File: config.mk
export PLATFORM = sky130hd
export DESIGN_NAME = phase_split_clkdiv
export DESIGN_NICKNAME = d
export VERILOG_FILES = /design/src/rtl/psd_pkg.sv /design/src/rtl/psd_regs.sv /design/src/rtl/psd_phase_ctr.sv /design/src/rtl/psd_out_sel.sv /design/src/rtl/phase_split_clkdiv.sv
export SDC_FILE = /design/constraint.sdc
export NUM_CORES = 1
export LEC_CHECK = 0
export BUFFER_PORTS_ARGS = -buffer_cell sky130_fd_sc_hd__buf_2
export CAP_MARGIN = 15
export CELL_PAD_IN_SITES_DETAIL_PLACEMENT = 1
export CELL_PAD_IN_SITES_GLOBAL_PLACEMENT = 1
export CORE_ASPECT_RATIO = 1.1
export CORE_MARGIN = 2
export CORE_UTILIZATION = 42
export DETAILED_ROUTE_END_ITERATION = 12
export HOLD_SLACK_MARGIN = 0.15
export PLACE_DENSITY_LB_ADDON = 0.1
export SYNTH_ARGS = -nofsm -noshare
export SYNTH_HDL_FRONTEND = slang
export SYNTH_SLANG_ARGS = --single-unit
export TNS_END_PERCENT = 5
File: constraint.sdc
create_clock -name clk_base_i -period 2.45 [get_ports clk_base_i]
set_input_delay 0.1225 -clock clk_base_i [delete_from_list [all_inputs] [get_ports clk_base_i]]
set_output_delay 0.1225 -clock clk_base_i [all_outputs]
set_load 0.1 [all_outputs]
File: src/rtl/psd_pkg.sv
package psd_pkg;
   typedef enum logic {
      PH_LOW  = 1'b0,
      PH_HIGH = 1'b1
   } phase_e;

   localparam logic ADDR_DIV  = 1'b0;
   localparam logic ADDR_MODE = 1'b1;

   localparam int MODE_FB_BIT = 0;
   localparam int MODE_MS_BIT = 1;
   localparam int MODE_W      = 2;
endpackage

File: src/rtl/psd_regs.sv
module psd_regs
   import psd_pkg::*;
#(
   parameter int          DIV_W    = 16,
   parameter int          SEL_W    = 8,
   parameter logic [7:0]  RST_SEL  = 8'h54,
   parameter logic [7:0]  PREP_SEL = 8'h54
) (
   input  logic             clk,
   input  logic             rst_n,
   input  logic             wr_en,
   input  logic             wr_addr,
   input  logic [DIV_W-1:0] wr_data,
   input  logic             rd_addr,
   output logic [DIV_W-1:0] rd_data,
   input  logic             prep_req,
   input  logic             prep_stick,
   output logic [SEL_W-1:0] div_sel,
   output logic             fb_sel,
   output logic             ms_sel
);
   localparam int UPPER_W = DIV_W - SEL_W;

   if (SEL_W > DIV_W) begin : g_bad_width
      $error("psd_regs: SEL_W must not exceed DIV_W");
   end
   if (SEL_W > 8) begin : g_bad_sel
      $error("psd_regs: SEL_W must fit the reset constants");
   end

   logic [DIV_W-1:0]  div_q;
   logic [MODE_W-1:0] mode_q;

   always_ff @(posedge clk or negedge rst_n) begin
      if (!rst_n) begin
         div_q  <= {{UPPER_W{1'b0}}, RST_SEL[SEL_W-1:0]};
         mode_q <= '0;
      end else if (prep_req) begin
         if (prep_stick) begin
            mode_q[MODE_FB_BIT] <= 1'b0;
            mode_q[MODE_MS_BIT] <= 1'b1;
         end else begin
            div_q[SEL_W-1:0] <= PREP_SEL[SEL_W-1:0];
            mode_q           <= '0;
         end
      end else if (wr_en) begin
         if (wr_addr == ADDR_DIV) begin
            div_q <= wr_data;
         end else begin
            mode_q <= wr_data[MODE_W-1:0];
         end
      end
   end

   always_comb begin
      if (rd_addr == ADDR_DIV) begin
         rd_data = div_q;
      end else begin
         rd_data = {{(DIV_W-MODE_W){1'b0}}, mode_q};
      end
   end

   assign div_sel = div_q[SEL_W-1:0];
   assign fb_sel  = mode_q[MODE_FB_BIT];
   assign ms_sel  = mode_q[MODE_MS_BIT];

   // card prepare loads the default field and clears the mode
   assert_prep_card_R7: assert property (@(posedge clk) disable iff (!rst_n)
      (prep_req && !prep_stick) |=> (div_sel == PREP_SEL[SEL_W-1:0]) && !fb_sel && !ms_sel);

   // memory-stick prepare sets only the frequency select and keeps the divisor
   assert_prep_stick_R8: assert property (@(posedge clk) disable iff (!rst_n)
      (prep_req && prep_stick) |=> !fb_sel && ms_sel && $stable(div_q));
endmodule

File: src/rtl/psd_phase_ctr.sv
module psd_phase_ctr
   import psd_pkg::*;
#(
   parameter int         NIB_W   = 4,
   parameter logic [7:0] RST_SEL = 8'h54
) (
   input  logic               clk,
   input  logic               rst_n,
   input  logic [2*NIB_W-1:0] sel_in,
   output logic               div_q
);
   localparam int SEL_W = 2 * NIB_W;

   if (NIB_W < 1) begin : g_bad_nib
      $error("psd_phase_ctr: NIB_W must be at least 1");
   end

   phase_e           phase_q;
   logic [NIB_W-1:0] cnt_q;
   logic [NIB_W-1:0] hi_act_q;
   logic [NIB_W-1:0] lo_act_q;
   logic             hi_done;
   logic             lo_done;

   assign hi_done = (phase_q == PH_HIGH) && (cnt_q == hi_act_q);
   assign lo_done = (phase_q == PH_LOW)  && (cnt_q == lo_act_q);

   always_ff @(posedge clk or negedge rst_n) begin
      if (!rst_n) begin
         phase_q  <= PH_LOW;
         cnt_q    <= '0;
         hi_act_q <= RST_SEL[SEL_W-1:NIB_W];
         lo_act_q <= RST_SEL[NIB_W-1:0];
      end else if (hi_done) begin
         phase_q <= PH_LOW;
         cnt_q   <= '0;
      end else if (lo_done) begin
         phase_q  <= PH_HIGH;
         cnt_q    <= '0;
         hi_act_q <= sel_in[SEL_W-1:NIB_W];
         lo_act_q <= sel_in[NIB_W-1:0];
      end else begin
         cnt_q <= cnt_q + 1'b1;
      end
   end

   assign div_q = (phase_q == PH_HIGH);

   // the high-phase count never passes the latched high length
   assert_hi_bound_R1: assert property (@(posedge clk) disable iff (!rst_n)
      div_q |-> (cnt_q <= hi_act_q));

   // the low-phase count never passes the latched low length
   assert_lo_bound_R2: assert property (@(posedge clk) disable iff (!rst_n)
      !div_q |-> (cnt_q <= lo_act_q));

   // latched lengths change only together with a rising output edge
   assert_load_point_R5: assert property (@(posedge clk) disable iff (!rst_n)
      !$stable({hi_act_q, lo_act_q}) |-> $rose(div_q));
endmodule

File: src/rtl/psd_out_sel.sv
module psd_out_sel #(
   parameter bit RETIME = 1'b1
) (
   input  logic clk,
   input  logic rst_n,
   input  logic div_in,
   input  logic ref_in,
   input  logic low_power,
   output logic clk_out
);
   logic div_int;

   if (RETIME) begin : g_retime
      logic div_r;
      always_ff @(posedge clk or negedge rst_n) begin
         if (!rst_n) begin
            div_r <= 1'b0;
         end else begin
            div_r <= div_in;
         end
      end
      assign div_int = div_r;
   end else begin : g_direct
      assign div_int = div_in;
   end

   assign clk_out = low_power ? ref_in : div_int;
endmodule

File: src/rtl/phase_split_clkdiv.sv
module phase_split_clkdiv
   import psd_pkg::*;
#(
   parameter int         DIV_W    = 16,
   parameter int         NIB_W    = 4,
   parameter logic [7:0] RST_SEL  = 8'h54,
   parameter logic [7:0] PREP_SEL = 8'h54,
   parameter bit         RETIME   = 1'b1
) (
   input  logic             clk_base_i,
   input  logic             rst_n_i,
   input  logic             ref_clk_i,
   input  logic             low_power_i,
   input  logic             reg_wr_i,
   input  logic             reg_wr_addr_i,
   input  logic [DIV_W-1:0] reg_wdata_i,
   input  logic             reg_rd_addr_i,
   output logic [DIV_W-1:0] reg_rdata_o,
   input  logic             prep_req_i,
   input  logic             prep_stick_i,
   output logic             clk_out_o,
   output logic             fb_sel_o,
   output logic             ms_sel_o
);
   localparam int SEL_W = 2 * NIB_W;

   logic [SEL_W-1:0] div_sel;
   logic             div_raw;

   psd_regs #(
      .DIV_W    (DIV_W),
      .SEL_W    (SEL_W),
      .RST_SEL  (RST_SEL),
      .PREP_SEL (PREP_SEL)
   ) regs_i (
      .clk        (clk_base_i),
      .rst_n      (rst_n_i),
      .wr_en      (reg_wr_i),
      .wr_addr    (reg_wr_addr_i),
      .wr_data    (reg_wdata_i),
      .rd_addr    (reg_rd_addr_i),
      .rd_data    (reg_rdata_o),
      .prep_req   (prep_req_i),
      .prep_stick (prep_stick_i),
      .div_sel    (div_sel),
      .fb_sel     (fb_sel_o),
      .ms_sel     (ms_sel_o)
   );

   psd_phase_ctr #(
      .NIB_W   (NIB_W),
      .RST_SEL (RST_SEL)
   ) ctr_i (
      .clk    (clk_base_i),
      .rst_n  (rst_n_i),
      .sel_in (div_sel),
      .div_q  (div_raw)
   );

   psd_out_sel #(
      .RETIME (RETIME)
   ) out_i (
      .clk       (clk_base_i),
      .rst_n     (rst_n_i),
      .div_in    (div_raw),
      .ref_in    (ref_clk_i),
      .low_power (low_power_i),
      .clk_out   (clk_out_o)
   );

   // the output is low in the first cycle after reset is released
   assert_reset_low_R4: assert property (@(posedge clk_base_i) disable iff (!rst_n_i)
      ($past(!rst_n_i) && !low_power_i) |-> !clk_out_o);
endmodule

==> flow_metrics.tcl <==
set metrics [dict create \
    status "complete, no violations" \
    setup_tns_ps 0 \
    placedCellCount 215 \
    post_cts_resized 0 \
    h-tree-depth 2 \
    diodes 0 \
    yosys.area.top_type "dfrtp_1" \
    synth_most_common_cell "dfrtp_1" \
    max-vdd-ir-drop_uv 437 \
    initial_core_util_pct 44.3 \
    final_nets 224 \
    rows 22 \
    yosysSeqAreaShare_pct 53.9 \
    start_kind "input port" \
    drcViolationCount 0 \
    viasPerCell 4.79 \
    finalCriticalPeriod_ps 1720 \
    grt_usage_pct 21.0 \
    p_per_area_nw_per_um2 972 \
    syn2layout_area_growth_pct 37.6 \
    ys_ff_latch 32 \
    postPlaceCellArea_sq_um 1760 \
    yosysWarnings 0 \
    via_count 1184 \
    dieArea_sq_um 4060 \
    leakage_nw 0.993 \
    cts-buffers-inserted 5 \
    synth_cells 126 \
    cts_tree "built" \
    synth_area_leaders "dfrtp_1, dfstp_2, mux2_2, nor2b_1, mux2_4" \
    cp_data_arrival_time_ps 2000 \
    drt-total-wl_um 3520 \
    die_y_um 66.7 \
    dp_hpwl_um 2340 \
    drive_gt1_share_pct 39.2 \
    grt_pass1_wl_um 6000 \
    cts.clk_slew.worst_paths_ps 100 \
    hold_buffers 24 \
    dr.pass1.iters 4 \
    synth_edf_count 0 \
    post-route-period-util_pct 70.3 \
    crit_required_ps 2720 \
    gp_congestion 0.762 \
    ys_types 24 \
    synth_common_cells "dfrtp_1, nand2_1, nor2b_1" \
    synth.net_count 152 \
    endpoint_kind "flip-flop" \
    clock_latency_ps 330 \
    overflow 0 \
    fillers 394 \
    cap_violations 0 \
    cts.sinks 32 \
    rsz0062_at_grt "no" \
    worstMarginPinSlew_ps 707 \
    layout.cells.non_filler 247 \
    ant_nets 0 \
    die_w_um 61.0 \
    cts_root_buf "clkbuf_4" \
    max_freq_mhz 580 \
    setup_violations 0 \
    syn_avg_cell_area_sq_um 11.9 \
    drt_iter0_drc 11 \
    grt_max_degree 33 \
    rrSetupSlack_ps 770 \
    wl_per_cell_um 14.3 \
    critPathMaxFanout 14 \
    fin_skew_ps 8.84 \
    relSlewSlack_pct 52.9 \
    cts_setup_buffers 0 \
    clock_path_buffers 2 \
    power.total_mw 2.01 \
    worstHoldPathType "input port to flip-flop" \
    final_area_sq_um 2060 \
    finalMaxSlewViolations 0 \
    grt_pass1_vias 1246 \
    async_flop_share_pct 100 \
    synth_top_area_share_pct 43.4 \
    io_pins 44 \
    core_sq_um 3390 \
    port_buffers 43 \
    hold_viol_final 0 \
    synth_ff_type "dfrtp_1" \
    antenna_found_initial 0 \
    finish.utilization_pct 60.9 \
    netlist_area_sq_um 1500 \
    crit_type "input port to flip-flop" \
]
-- cell usage in the layout, fill, tap and decap left out, drive strengths merged --
cell type and n:
dfrtp 26, o211a 4, nand2b 1, and3 1
mux2 19, dlygate4sd3 24, dfstp 6, nor2b 15
inv 1, a211oi 1, nand3 3, xor2 3
clkbuf 8, nand4 2, nand2 16, buf 45
nor2 5, xnor2 7, o21ai 9, nor3b 1
ha 1, a21oi 1
-- worst paths after layout --
kind | cells past startpoint | to | start
max | 7 | regs_i.div_q[6] | prep_req_i
min | 5 | regs_i.div_q[1] | reg_wr_addr_i
max reg2reg | 4 | ctr_i.hi_act_q[1] | ctr_i.lo_act_q[2]
min reg2reg | 0 | out_i.div_int | ctr_i.div_q
max in group asynchronous | 2 | ctr_i.cnt_q[2] | rst_n_i
min in group asynchronous | 2 | regs_i.div_q[11] | rst_n_i
-- per-stage QoR --
step | hold WS, ps | setup WS, ps
2_1_floorplan | -173 | 453
3_3_place_gp | 204 | 804
3_5_place_dp | 215 | 747
4_1_cts | 259 | 748
5_1_grt | 303 | 673
6_report | 281 | 727
-- registers in the layout, summed over array words and instances, names as in the netlist --
signal,flops
regs_i.mode_q,2
ctr_i.div_q,1
ctr_i.hi_act_q,4
out_i.div_int,1
regs_i.div_q,16
ctr_i.cnt_q,4
ctr_i.lo_act_q,4
-- routing by layer --
layer	wire [um]	GRT usage, %	part of all wire (%)
met1	1430	23.9	40
met5	0	0	0
met4	52	9.78	1.5
met3	131	6.02	3.7
met2	1910	35.5	54
-- power by group --
part | internal [mW] | switching [mW] | total [mW]
registers | 0.701 | 0.128 | 0.830
clock network | 0.142 | 0.176 | 0.318
logic | 0.364 | 0.495 | 0.859
total | 1.21 | 0.799 | 2.01
-- cells by family after synthesis --
family | after synthesis | share of synthesized area, %
AND/OR/NAND/NOR | 44 | 15.4
flip-flops | 32 | 53.9
multiplexers | 19 | 15.5
AO/OA/AOI/OAI | 15 | 6.51
XOR/XNOR | 10 | 5.84
buffers and inverters | 5 | 1.92
adder cells (fa/ha/maj) | 1 | 0.835
-- area by class of cell --
type                       count  area, sq um  share of cell area [%]
clock buffer                   8         58.8                    2.85
inverter                       1         3.75                   0.182
multi-input combinational     89          662                    32.1
sequential                    32          808                    39.2
tap                           48         60.1                    2.91
timing repair buffer          69          470                    22.8
-- worst max-delay path: stages --
cell and delay (ps):
dlygate4sd3_1 540, buf_2 150, nor3b_2 240, buf_4 240, nand2_1 70, o21ai_0 60
dlygate4sd3_1 570
No activity file was read; power rests on OpenSTA's default activity.
